--- config.mk ---
export PLATFORM = sky130hd
export DESIGN_NAME = motor_supervisor
export DESIGN_NICKNAME = d
export VERILOG_FILES = /design/src/rtl/motor_sup_pkg.sv /design/src/rtl/motor_wake_timer.sv /design/src/rtl/motor_ocp_latch_bank.sv /design/src/rtl/motor_sup_decode.sv /design/src/rtl/motor_supervisor.sv
export SDC_FILE = /design/constraint.sdc
export NUM_CORES = 1
export LEC_CHECK = 0
export ABC_AREA = 1
export BUFFER_PORTS_ARGS = -buffer_cell sky130_fd_sc_hd__buf_4
export CAP_MARGIN = 10
export CORE_MARGIN = 5
export CORE_UTILIZATION = 43
export DETAILED_ROUTE_END_ITERATION = 6
export PLACE_DENSITY = 0.74
export SLEW_MARGIN = 20
export SYNTH_ARGS = -nofsm -noshare
export SYNTH_HDL_FRONTEND = slang
export SYNTH_SLANG_ARGS = --single-unit
--- constraint.sdc ---
create_clock -name clk -period 1.3 [get_ports clk]
set_clock_uncertainty 0.2 [all_clocks]
set_input_delay 0.26 -clock clk [delete_from_list [all_inputs] [get_ports clk]]
set_output_delay 0.26 -clock clk [all_outputs]
set_load 0.05 [all_outputs]
--- src/rtl/motor_sup_pkg.sv ---
package motor_sup_pkg;

  // Block is awake: out of reset, out of sleep and supply healthy.
  function automatic logic is_awake(input logic rst_n, input logic sleep_n,
                                    input logic uv);
    return rst_n & sleep_n & ~uv;
  endfunction

  // A bridge is forced off by any global stop or by its own latch.
  function automatic logic bridge_kill(input logic awake, input logic rdy,
                                       input logic ot, input logic latched);
    return ~awake | ~rdy | ot | latched;
  endfunction

endpackage

--- src/rtl/motor_wake_timer.sv ---
module motor_wake_timer #(
  parameter int WAKE_CYCLES = 40000
) (
  input  logic clk,
  input  logic rst_n,
  input  logic hold,
  output logic ready
);
  localparam int CW = $clog2(WAKE_CYCLES + 1);
  localparam logic [CW-1:0] LIMIT = CW'(WAKE_CYCLES);

  logic [CW-1:0] cnt;

  always_ff @(posedge clk or negedge rst_n) begin
    if (!rst_n)           cnt <= '0;
    else if (hold)        cnt <= '0;
    else if (cnt != LIMIT) cnt <= cnt + 1'b1;
  end

  assign ready = (cnt == LIMIT);
endmodule

--- src/rtl/motor_ocp_latch_bank.sv ---
module motor_ocp_latch_bank #(
  parameter int NB = 2
) (
  input  logic          clk,
  input  logic          rst_n,
  input  logic          clr,
  input  logic          arm,
  input  logic [NB-1:0] ocp_persist,
  output logic [NB-1:0] latched
);
  for (genvar i = 0; i < NB; i++) begin : g_lat
    always_ff @(posedge clk or negedge rst_n) begin
      if (!rst_n)                    latched[i] <= 1'b0;
      else if (clr)                  latched[i] <= 1'b0;
      else if (arm && ocp_persist[i]) latched[i] <= 1'b1;
    end
  end
endmodule

--- src/rtl/motor_sup_decode.sv ---
module motor_sup_decode
  import motor_sup_pkg::*;
#(
  parameter int NB = 2
) (
  input  logic          awake,
  input  logic          ready,
  input  logic          ot_flag,
  input  logic [NB-1:0] latched,
  output logic [NB-1:0] bridge_off,
  output logic          pump_en,
  output logic          inputs_ignore,
  output logic          fault_n
);
  logic ot_live;
  assign ot_live       = awake & ot_flag;
  assign pump_en       = awake & ~ot_flag;
  assign inputs_ignore = ~awake;
  assign fault_n       = ~(|latched | ot_live);

  for (genvar i = 0; i < NB; i++) begin : g_off
    assign bridge_off[i] = bridge_kill(awake, ready, ot_flag, latched[i]);
  end
endmodule

--- src/rtl/motor_supervisor.sv ---
module motor_supervisor
  import motor_sup_pkg::*;
#(
  parameter int NB          = 2,
  parameter int WAKE_CYCLES = 40000
) (
  input  logic          clk,
  input  logic          rst_n,
  input  logic          sleep_n,
  input  logic [NB-1:0] ocp_persist,
  input  logic          ot_flag,
  input  logic          uv_flag,
  output logic [NB-1:0] bridge_off,
  output logic          pump_en,
  output logic          inputs_ignore,
  output logic          ready,
  output logic          fault_n
);
  logic          awake;
  logic          wake_hold;
  logic          ocp_arm;
  logic [NB-1:0] ocp_latched;

  assign awake     = is_awake(rst_n, sleep_n, uv_flag);
  assign wake_hold = ~sleep_n | uv_flag;
  assign ocp_arm   = awake & ready;

  motor_wake_timer #(.WAKE_CYCLES(WAKE_CYCLES)) u_wake (
    .clk   (clk),
    .rst_n (rst_n),
    .hold  (wake_hold),
    .ready (ready)
  );

  motor_ocp_latch_bank #(.NB(NB)) u_ocp (
    .clk         (clk),
    .rst_n       (rst_n),
    .clr         (uv_flag),
    .arm         (ocp_arm),
    .ocp_persist (ocp_persist),
    .latched     (ocp_latched)
  );

  motor_sup_decode #(.NB(NB)) u_dec (
    .awake         (awake),
    .ready         (ready),
    .ot_flag       (ot_flag),
    .latched       (ocp_latched),
    .bridge_off    (bridge_off),
    .pump_en       (pump_en),
    .inputs_ignore (inputs_ignore),
    .fault_n       (fault_n)
  );
endmodule

==> impl_metrics.toml, run 1 <==
[worst_hold_path]
hold_path_class = "in2reg"
hold-path-endpoint = "u_ocp.latched[0]$_DFFE_PN0P_"
min_from = "ocp_persist[0]"
whs_path_depth = 3

[finish]
drive_gt1_share_pct = 56.0
area_delta_synth_final_pct = 81.0
post-route-util_pct = 81.0
layout.nets = 229
fin_cells = 248
nFillCells = 142
diodes = 0
design_area_um2 = 2010

[clock_network]
cts_root_buffer = "clkbuf_4"
clk_latency_ns = 0.30
cts_buffer_depth = 2
cts_tree = "done"
cts_buffers = 3
clock_sinks = 18
htreeDepth = 1
cts.clk_slew.worst_paths_ns = 0.10

[sta]
setup_tns_ns = -5.38
period_needed_ns = 2.00
setup_ws_ns = -0.703
tightestPinTransition_ns = 0.243
slew_violations = 0
slew_headroom_pct = 83.8
rsz0062_at_grt = "true"
fmax_mhz = 499
hold_violations = 0
layout_worst_path_cycle_share_pct = 154
whs_ns = 0.0371
finalSetupViolCount = 22

[power]
p_leak_nw = 0.974
power_density_nw_per_um2 = 500
irDropWorstVdd_mv = 0.568
total_power_mw = 1.00

[yosys]
synthAdderAreaFrac_pct = 2.26
synth_cell_types = 22
synthCells = 155
synth_xor_area_share_pct = 0.790
yosysWarnings = 0
ys_seq_elements = 18
synth_area_per_cell_um2 = 7.15
synth_top_family_by_area = "simple AND/OR/NAND/NOR gates"
synth-compound-area-share_pct = 8.58
synthesis.nets = 164
yosysSeqAreaShare_pct = 40.6
synth.cell_area_um2 = 1110
synthMuxAreaShare_pct = 0
synth-simple-area-share_pct = 40.6

[floorplanning]
die_w_um = 60.8
die_height_um = 60.8
coreArea_um2 = 2480
row_count = 18
ioPinCount = 13
initial_utilization_pct = 44.7
dieArea_um2 = 3690

[grt]
grtUsageTotal_pct = 25.6
grt_pass1_wl_um = 6790
antenna_found_initial = 0
grt_overflow_total = 0
first_global_vias = 1509
grt_max_degree = 19

[run_status]
violations = "negative setup slack"
outcome = "finished, violations left"

[setup_path]
slowest_stage = "dfrtp_1"
crit_type = "reg2out"
cp_top_family = "simple AND/OR/NAND/NOR gates"
critPathRequiredTime_ns = 0.84
cp.arrival_ns = 1.54
critPathMaxStageDelay_ns = 0.41
worst_setup_path_start_kind = "flip-flop"
crit_start = "u_wake.cnt[4]$_DFFE_PN0P_"
rr_worst_depth = 8
rr_startpoint = "u_wake.cnt[4]$_DFFE_PN0P_"
crit_fanout = 3
path_buf_inv = 1
r2r_setup_slack_ns = -0.27
critPathCaptureType = "output pin"
r2r_end = "u_wake.cnt[11]$_DFFE_PN0P_"
crit_path_cell_trace = "nor2_2 > nand3_1 > nor2_1 > and2_4 > nand3_4 > buf_6"

[run]
drv_cap = 0

[place]
port_buffers = 12
dpl_cell_area_um2 = 1570
dp_slack_ns = -0.409
dpl.hpwl_um = 2390
dp.cells = 232
gp_congestion = 0.857

[detailed_routing]
wl_per_cell_um = 18.5
drt-total-wl_um = 4580
drc_errors = 0
first_iter_violations = 84
vias_per_cell = 5.86
dr.pass1.iters = 5
ant_nets = 0
via_count = 1454
==> layout make-up <==
class,count,area [µm²],share of cell area (%)
inverter,21,88.8,4.43
sequential,18,450,22.4
timing repair buffer,60,536,26.7
multi-input combinational,116,872,43.5
tap,30,37.5,1.87
clock buffer,3,22.5,1.12
==> Yosys cell counts, drive strengths merged <==
library cell / instances / area [µm²]
a21oi: 6 / 30.0
ha: 2 / 25.0
nand2: 39 / 161
nor3: 1 / 5.00
and2: 1 / 6.26
clkinv: 1 / 3.75
nand3b: 1 / 7.51
nand4: 8 / 50.1
xor2: 1 / 8.76
nor2: 33 / 154
inv: 20 / 75.1
a31oi: 2 / 12.5
o21ai: 6 / 30.0
nand3: 12 / 60.1
o21bai: 3 / 22.5
dfrtp: 18 / 450
and3: 1 / 6.26
==> layout by cell type (no fill, tap or decap), drive strengths merged <==
| master | Yosys | layout |
|---|---|---|
| nand3 | 12 | 12 |
| a21oi | 6 | 6 |
| nor3 | 1 | 1 |
| buf | 0 | 59 |
| a31oi | 2 | 2 |
| dfrtp | 18 | 18 |
| nand4 | 8 | 8 |
| xor2 | 1 | 1 |
| nor2 | 33 | 33 |
| and3 | 1 | 1 |
| and2 | 1 | 1 |
| ha | 2 | 2 |
| inv | 20 | 21 |
| nand3b | 1 | 1 |
| dlygate4sd3 | 0 | 1 |
| o21bai | 3 | 3 |
| clkbuf | 0 | 3 |
| o21ai | 6 | 6 |
| nand2 | 39 | 39 |
==> what timing repair did <==
action,in CTS,in global routing
endpoints found under the hold margin,18,0
gates resized for setup,69,24
hold buffers,1,0
setup endpoints to repair,24,24
pin swaps,16,13
buffers inserted,11,6
==> kinds of logic after synthesis <==
group           after synthesis
buf+inv                      21
xor+xnor                      1
flops                        18
simple gates                 96
compound gates               17
fa+ha+maj                     2
==> layer usage <==
metal	vias up	track usage, %	share of wire, %
li1	630	-	-
met1	690	26.0	35
met2	94	49.5	52
met3	40	2.77	7.0
met4	0	14.9	6.7
met5	-	0	0
==> power breakdown <==
group | leakage, nW | internal [mW] | switching [mW]
clock | 0.0138 | 0.108 | 0.180
combinational | 0.709 | 0.0695 | 0.0812
sequential | 0.250 | 0.562 | 0.00237
total | 0.974 | 0.740 | 0.263
==> registers in the layout, indices dropped and copies added, names as in the netlist <==
register       cells
u_ocp.latched      2
u_wake.cnt        16
==> worst min-delay path: stages <==
cell     delay, ns
buf_4         0.11
nand4_1       0.08
o21ai_1       0.06
==> how the worst max path moves through the flow <==
| stage | end | slack, ns | cells past startpoint |
|---|---|---|---|
| 2_1_floorplan | bridge_off[0] | -0.39 | 6 |
| 3_3_place_gp | bridge_off[0] | -0.34 | 7 |
| 3_5_place_dp | bridge_off[0] | -0.41 | 7 |
| 4_1_cts | bridge_off[0] | -0.69 | 7 |
| 5_1_grt | bridge_off[1] | -0.78 | 6 |
| 6_report | bridge_off[1] | -0.70 | 6 |
Power figures use the tool's default switching activity.
==> inputs of run 2 (changes only) <==
- CAP_MARGIN: 10 -> 20
- RECOVER_POWER: not set -> 25
==> run 2 against run 1 <==
  * The run still ends with negative setup slack left
  * Maximum frequency decreased by 0.57%
  * First-iteration DRC count unchanged
  * Global-route usage unchanged
  * Clock-buffer cell count unchanged
  * Core utilization decreased by 0.40 points
  * Die area unchanged
  * Critical path depth unchanged
  * Via count increased by 0.55%
  * Combinational power decreased by 3%
  * Setup slack got worse by 0.012 ns
  * Non-clock buffer count unchanged
  * Wire length about the same
==> impl_metrics.toml, run 2 (synthesis results as in run 1) <==
[run_status]
outcome = "finished, violations left"
violations = "negative setup slack"

[place]
gp_congestion = 0.857
dpl.hpwl_um = 2390
port_buffers = 12
dpl_cell_area_um2 = 1570

[grt]
grtUsageTotal_pct = 25.6
grt_max_degree = 19
grt_overflow_total = 0
first_global_vias = 1509
antenna_found_initial = 0
grt_pass1_wl_um = 6790

[floorplanning]
dieArea_um2 = 3690
ioPinCount = 13
die_w_um = 60.8
initial_utilization_pct = 44.7
die_height_um = 60.8
coreArea_um2 = 2480
row_count = 18

[sta]
period_needed_ns = 2.01
setup_ws_ns = -0.714
layout_worst_path_cycle_share_pct = 155
slew_violations = 0
slew_headroom_pct = 68.7
fmax_mhz = 497
tightestPinTransition_ns = 0.470
setup_tns_ns = -5.48
finalSetupViolCount = 23
rsz0062_at_grt = "true"
hold_violations = 0

[power]
p_leak_nw = 0.970
power_density_nw_per_um2 = 504
irDropWorstVdd_mv = 0.567

[worst_hold_path]
hold-path-endpoint = "u_ocp.latched[0]$_DFFE_PN0P_"
whs_path_depth = 3
min_from = "ocp_persist[0]"
hold_path_class = "in2reg"

[clock_network]
cts_tree = "done"
cts.clk_slew.worst_paths_ns = 0.11
clk_latency_ns = 0.31
cts_root_buffer = "clkbuf_4"
cts_buffer_depth = 2
cts_buffers = 3
clock_sinks = 18
htreeDepth = 1

[setup_path]
rr_startpoint = "u_wake.cnt[4]$_DFFE_PN0P_"
crit_path_cell_trace = "nor2_2 > nand3_1 > nor2_1 > and2_4 > nand3_4 > buf_6"
critPathMaxStageDelay_ns = 0.41
slowest_stage = "dfrtp_1"
critPathRequiredTime_ns = 0.84
critPathCaptureType = "output pin"
rr_worst_depth = 8
crit_fanout = 3
cp.arrival_ns = 1.55
r2r_end = "u_wake.cnt[11]$_DFFE_PN0P_"
crit_type = "reg2out"
worst_setup_path_start_kind = "flip-flop"
r2r_setup_slack_ns = -0.26

[detailed_routing]
vias_per_cell = 5.90
drc_errors = 0
first_iter_violations = 84
wl_per_cell_um = 18.4
dr.pass1.iters = 5
ant_nets = 0
drt-total-wl_um = 4570
via_count = 1462

[finish]
largest_reg_flops = 16
diodes = 0
area_delta_synth_final_pct = 80.1
post-route-util_pct = 80.6
registers.top_by_ff_count = "u_wake.cnt"
final_common_cell = "buf_4"
design_area_um2 = 2000
drive_gt1_share_pct = 56.0
layout.nets = 229
reg_top3 = "u_wake.cnt (16), u_ocp.latched (2)"
layout_common_cells = "buf_4 (41), nand2_1 (25), dfrtp_1 (18)"

[run]
drv_cap = 0
[run 2: worst max path at each step]
| stage | from | endpoint | slack (ns) | cells after the start |
|---|---|---|---|---|
| finish | u_wake.cnt[4]$_DFFE_PN0P_ | bridge_off[1] | -0.71 | 6 |
| global route | u_wake.cnt[5]$_DFFE_PN0P_ | bridge_off[1] | -0.78 | 6 |
| CTS | u_wake.cnt[0]$_DFFE_PN0P_ | bridge_off[0] | -0.69 | 7 |
| detailed placement | u_wake.cnt[0]$_DFFE_PN0P_ | bridge_off[0] | -0.41 | 7 |
| global placement | u_wake.cnt[0]$_DFFE_PN0P_ | bridge_off[0] | -0.34 | 7 |
| floorplan | u_wake.cnt[0]$_DFFE_PN0P_ | bridge_off[0] | -0.39 | 6 |
[run 2: timing repair]
item	in CTS	in global routing
hold buffers	1	0
resized for setup	69	24
setup buffers	11	6
pin swaps	16	13
endpoints found under the setup margin	24	24
hold endpoints to repair	18	0
[run 2: layout make-up]
cell class,instances,area (µm²)
Multi-Input combinational cell,116,872
Sequential cell,18,450
Inverter,21,88.8
Tap cell,30,37.5
Fill cell,144,480
Timing Repair Buffer,60,526
Clock buffer,3,22.5
[run 2: report_power, final]
part	internal [mW]	switching (mW)	leakage, nW	total, mW
combinational	0.0661	0.0811	0.706	0.147
sequential	0.562	0.00235	0.250	0.565
clock	0.108	0.187	0.0138	0.295
total	0.737	0.271	0.970	1.01
[run 2: stage by stage]
step	hold WS, ns	instances	power, mW	setup WS, ns
after floorplan	-0.236	155	0.620	-0.389
after detailed placement	0.0946	232	0.686	-0.409
after CTS	0.0353	244	0.997	-0.694
after global routing	0.0547	248	1.03	-0.775
after global placement	0.0936	232	0.683	-0.337
final	0.0374	248	1.01	-0.714
[run 2: routing by layer]
layer	track usage, %	part of all wire (%)	up-vias
li1	-	-	630
met1	26.0	34	688
met2	49.5	52	102
met3	2.77	7.6	42
met4	14.9	7.2	0
met5	0	0	-
[run 2: worst max-delay path: cells and delay by family (launching register included)]
kind	cells	cell delay [ns]
flops	1	0.41
buf+inv	1	0.16
simple gates	5	0.66
==> inputs of run 3 (changes only) <==
--- a/config.mk
+++ b/config.mk
@@ -12,4 +12,5 @@
 export CORE_UTILIZATION = 43
+export CTS_CLUSTER_SIZE = 25
 export DETAILED_ROUTE_END_ITERATION = 6
-export PLACE_DENSITY = 0.74
+export PLACE_DENSITY = 0.72
 export RECOVER_POWER = 25
==> constraint.sdc (replaced) <==
create_clock -name clk -period 2.4 [get_ports clk]
set_clock_uncertainty 0.2 [all_clocks]
set_input_delay 0.48 -clock clk [delete_from_list [all_inputs] [get_ports clk]]
set_output_delay 0.48 -clock clk [all_outputs]
set_load 0.02 [all_outputs]
==> run 3 against run 2 <==
  * The run now ends clean
  * Total power is 51% lower
  * Clock-buffer cell count stayed put
  * Critical endpoint is now bridge_off[0]
  * Setup slack better by 0.87 ns
  * Sequential share of layout area is 13 points higher
  * Core utilization is 29 points lower
  * Register-to-register slack better by 1.1 ns
  * Combinational power is 74% lower
  * Via count is 30% lower
  * First-iteration DRC count is 56% lower
  * Sequential power is 46% lower
  * Critical path depth is 1 higher
==> impl_metrics.toml, run 3 (synthesis results as in run 1) <==
[setup_path]
worst_setup_path_start_kind = "flip-flop"
crit_end = "bridge_off[0]"
rr_worst_depth = 6
crit_type = "reg2out"
rr_startpoint = "u_wake.cnt[0]$_DFFE_PN0P_"
r2r_setup_slack_ns = 0.83
cp.arrival_ns = 1.56
critPathRequiredTime_ns = 1.72
crit_start = "u_wake.cnt[0]$_DFFE_PN0P_"
r2r_end = "u_wake.cnt[14]$_DFFE_PN0P_"
critPathCaptureType = "output pin"
crit_fanout = 4

[place]
dpl.hpwl_um = 1930
port_buffers = 12
dp.cells = 198
dp_slack_ns = 0.379
gp_congestion = 0.870

[sta]
setup_tns_ns = 0
setup_ws_ns = 0.157
finalSetupViolCount = 0
fmax_mhz = 446
slew_violations = 0
hold_violations = 0
tightestPinTransition_ns = 0.961
layout_worst_path_cycle_share_pct = 93.5
period_needed_ns = 2.24
slew_headroom_pct = 35.9
rsz0062_at_grt = "false"

[floorplanning]
ioPinCount = 13
dieArea_um2 = 3690
initial_utilization_pct = 44.7
coreArea_um2 = 2480
row_count = 18
die_height_um = 60.8
die_w_um = 60.8

[grt]
antenna_found_initial = 0
grt_max_degree = 19
grt_pass1_wl_um = 4080
first_global_vias = 998
grtUsageTotal_pct = 14.8
grt_overflow_total = 0

[finish]
reg_top3 = "u_wake.cnt (16), u_ocp.latched (2)"
drive_gt1_share_pct = 15.1
diodes = 0
area_delta_synth_final_pct = 14.4
layout.nets = 183
final_common_cell = "nand2_1"
regArea_um2 = 450
multi_input_area_um2 = 579
post-route-util_pct = 51.2
fin_cells = 202
registers.top_by_ff_count = "u_wake.cnt"
largest_reg_flops = 16
layout_common_cells = "nand2_1 (35), nor2_1 (27), inv_1 (18), dfrtp_1 (18), nand3_1 (12)"
nFillCells = 247

[clock_network]
cts_buffers = 3
cts.clk_slew.worst_paths_ns = 0.10
clk_latency_ns = 0.29
cts_root_buffer = "clkbuf_4"
cts_tree = "done"
clock_sinks = 18
htreeDepth = 1
cts_buffer_depth = 2

[detailed_routing]
vias_per_cell = 5.08
via_count = 1026
dr.pass1.iters = 4
drt-total-wl_um = 2410
ant_nets = 0
wl_per_cell_um = 11.9
drc_errors = 0
first_iter_violations = 37

[power]
irDropWorstVdd_mv = 0.312
p_leak_nw = 0.587
power_density_nw_per_um2 = 388

[run_status]
outcome = "finished clean"

[run]
drv_cap = 0

[worst_hold_path]
hold_path_class = "in2reg"
## run 3: cell types whose count changed in the layout (fill, tap and decap cells not counted), moves of 4 or more
cell | before | now
nand2_4 | 8 | 1
inv_1 | 7 | 18
o21ai_1 | 6 | 0
o21ai_0 | 0 | 6
buf_8 | 4 | 0
nor2_1 | 15 | 27
nand2_1 | 25 | 35
nand3_1 | 6 | 12
nand3_4 | 5 | 0
buf_6 | 12 | 0
inv_2 | 11 | 2
nor2_4 | 16 | 3
buf_4 | 41 | 11
## run 3: power breakdown
| group | internal [mW] | leakage (nW) | total [mW] | switching [mW] |
|---|---|---|---|---|
| Clock | 0.0583 | 0.0138 | 0.148 | 0.0892 |
| Combinational | 0.0139 | 0.322 | 0.0378 | 0.0239 |
| Sequential | 0.305 | 0.250 | 0.306 | 0.00176 |
## run 3: how the worst min path moves through the flow
stage                                   endpoint  cells after the start     from
floorplan           u_ocp.latched[0]$_DFFE_PN0P_                      0    rst_n
global placement       u_wake.cnt[7]$_DFFE_PN0P_                      2    rst_n
detailed placement     u_wake.cnt[8]$_DFFE_PN0P_                      2    rst_n
CTS                 u_ocp.latched[0]$_DFFE_PN0P_                      2  uv_flag
global route        u_ocp.latched[1]$_DFFE_PN0P_                      2  uv_flag
finish              u_ocp.latched[0]$_DFFE_PN0P_                      2  uv_flag
## run 3: area by class of cell
type                       count  share of cell area, %
sequential                    18                   35.5
multi-input combinational    116                   45.7
timing repair buffer          14                   7.89
tap                           30                   2.96
inverter                      21                   6.21
clock buffer                   3                   1.78
## run 3: repair_timing
| action | in CTS | in global routing |
|---|---|---|
| endpoints found under the hold margin | 18 | 0 |
| buffers inserted | 0 | 0 |
| resized for setup | 0 | 0 |
| hold buffers | 1 | 0 |
## run 3: through the flow
stage / instance area [µm²] / hold WS (ns) / power [mW]
final: 1270 / 0.211 / 0.492
after global routing: 1270 / 0.204 / 0.519
after CTS: 1280 / 0.207 / 0.499
after detailed placement: 1240 / 0.275 / 0.351
after global placement: 1240 / 0.272 / 0.350
after floorplan: 1110 / -0.0156 / 0.328
## run 3: critical path: stages, from the launching register on
cell	delay, ns
dfrtp_1	0.43
inv_1	0.09
ha_1	0.19
nand3b_1	0.08
nor2_1	0.09
and2_1	0.17
nand3_1	0.08
buf_4	0.16
## run 3: metal layers
layer,up-vias,track usage (%),part of all wire [%]
li1,535,-,-
met1,471,17.8,43
met2,16,25.3,52
met3,4,2.77,4.1
met4,0,6.81,0.87
met5,-,0,0
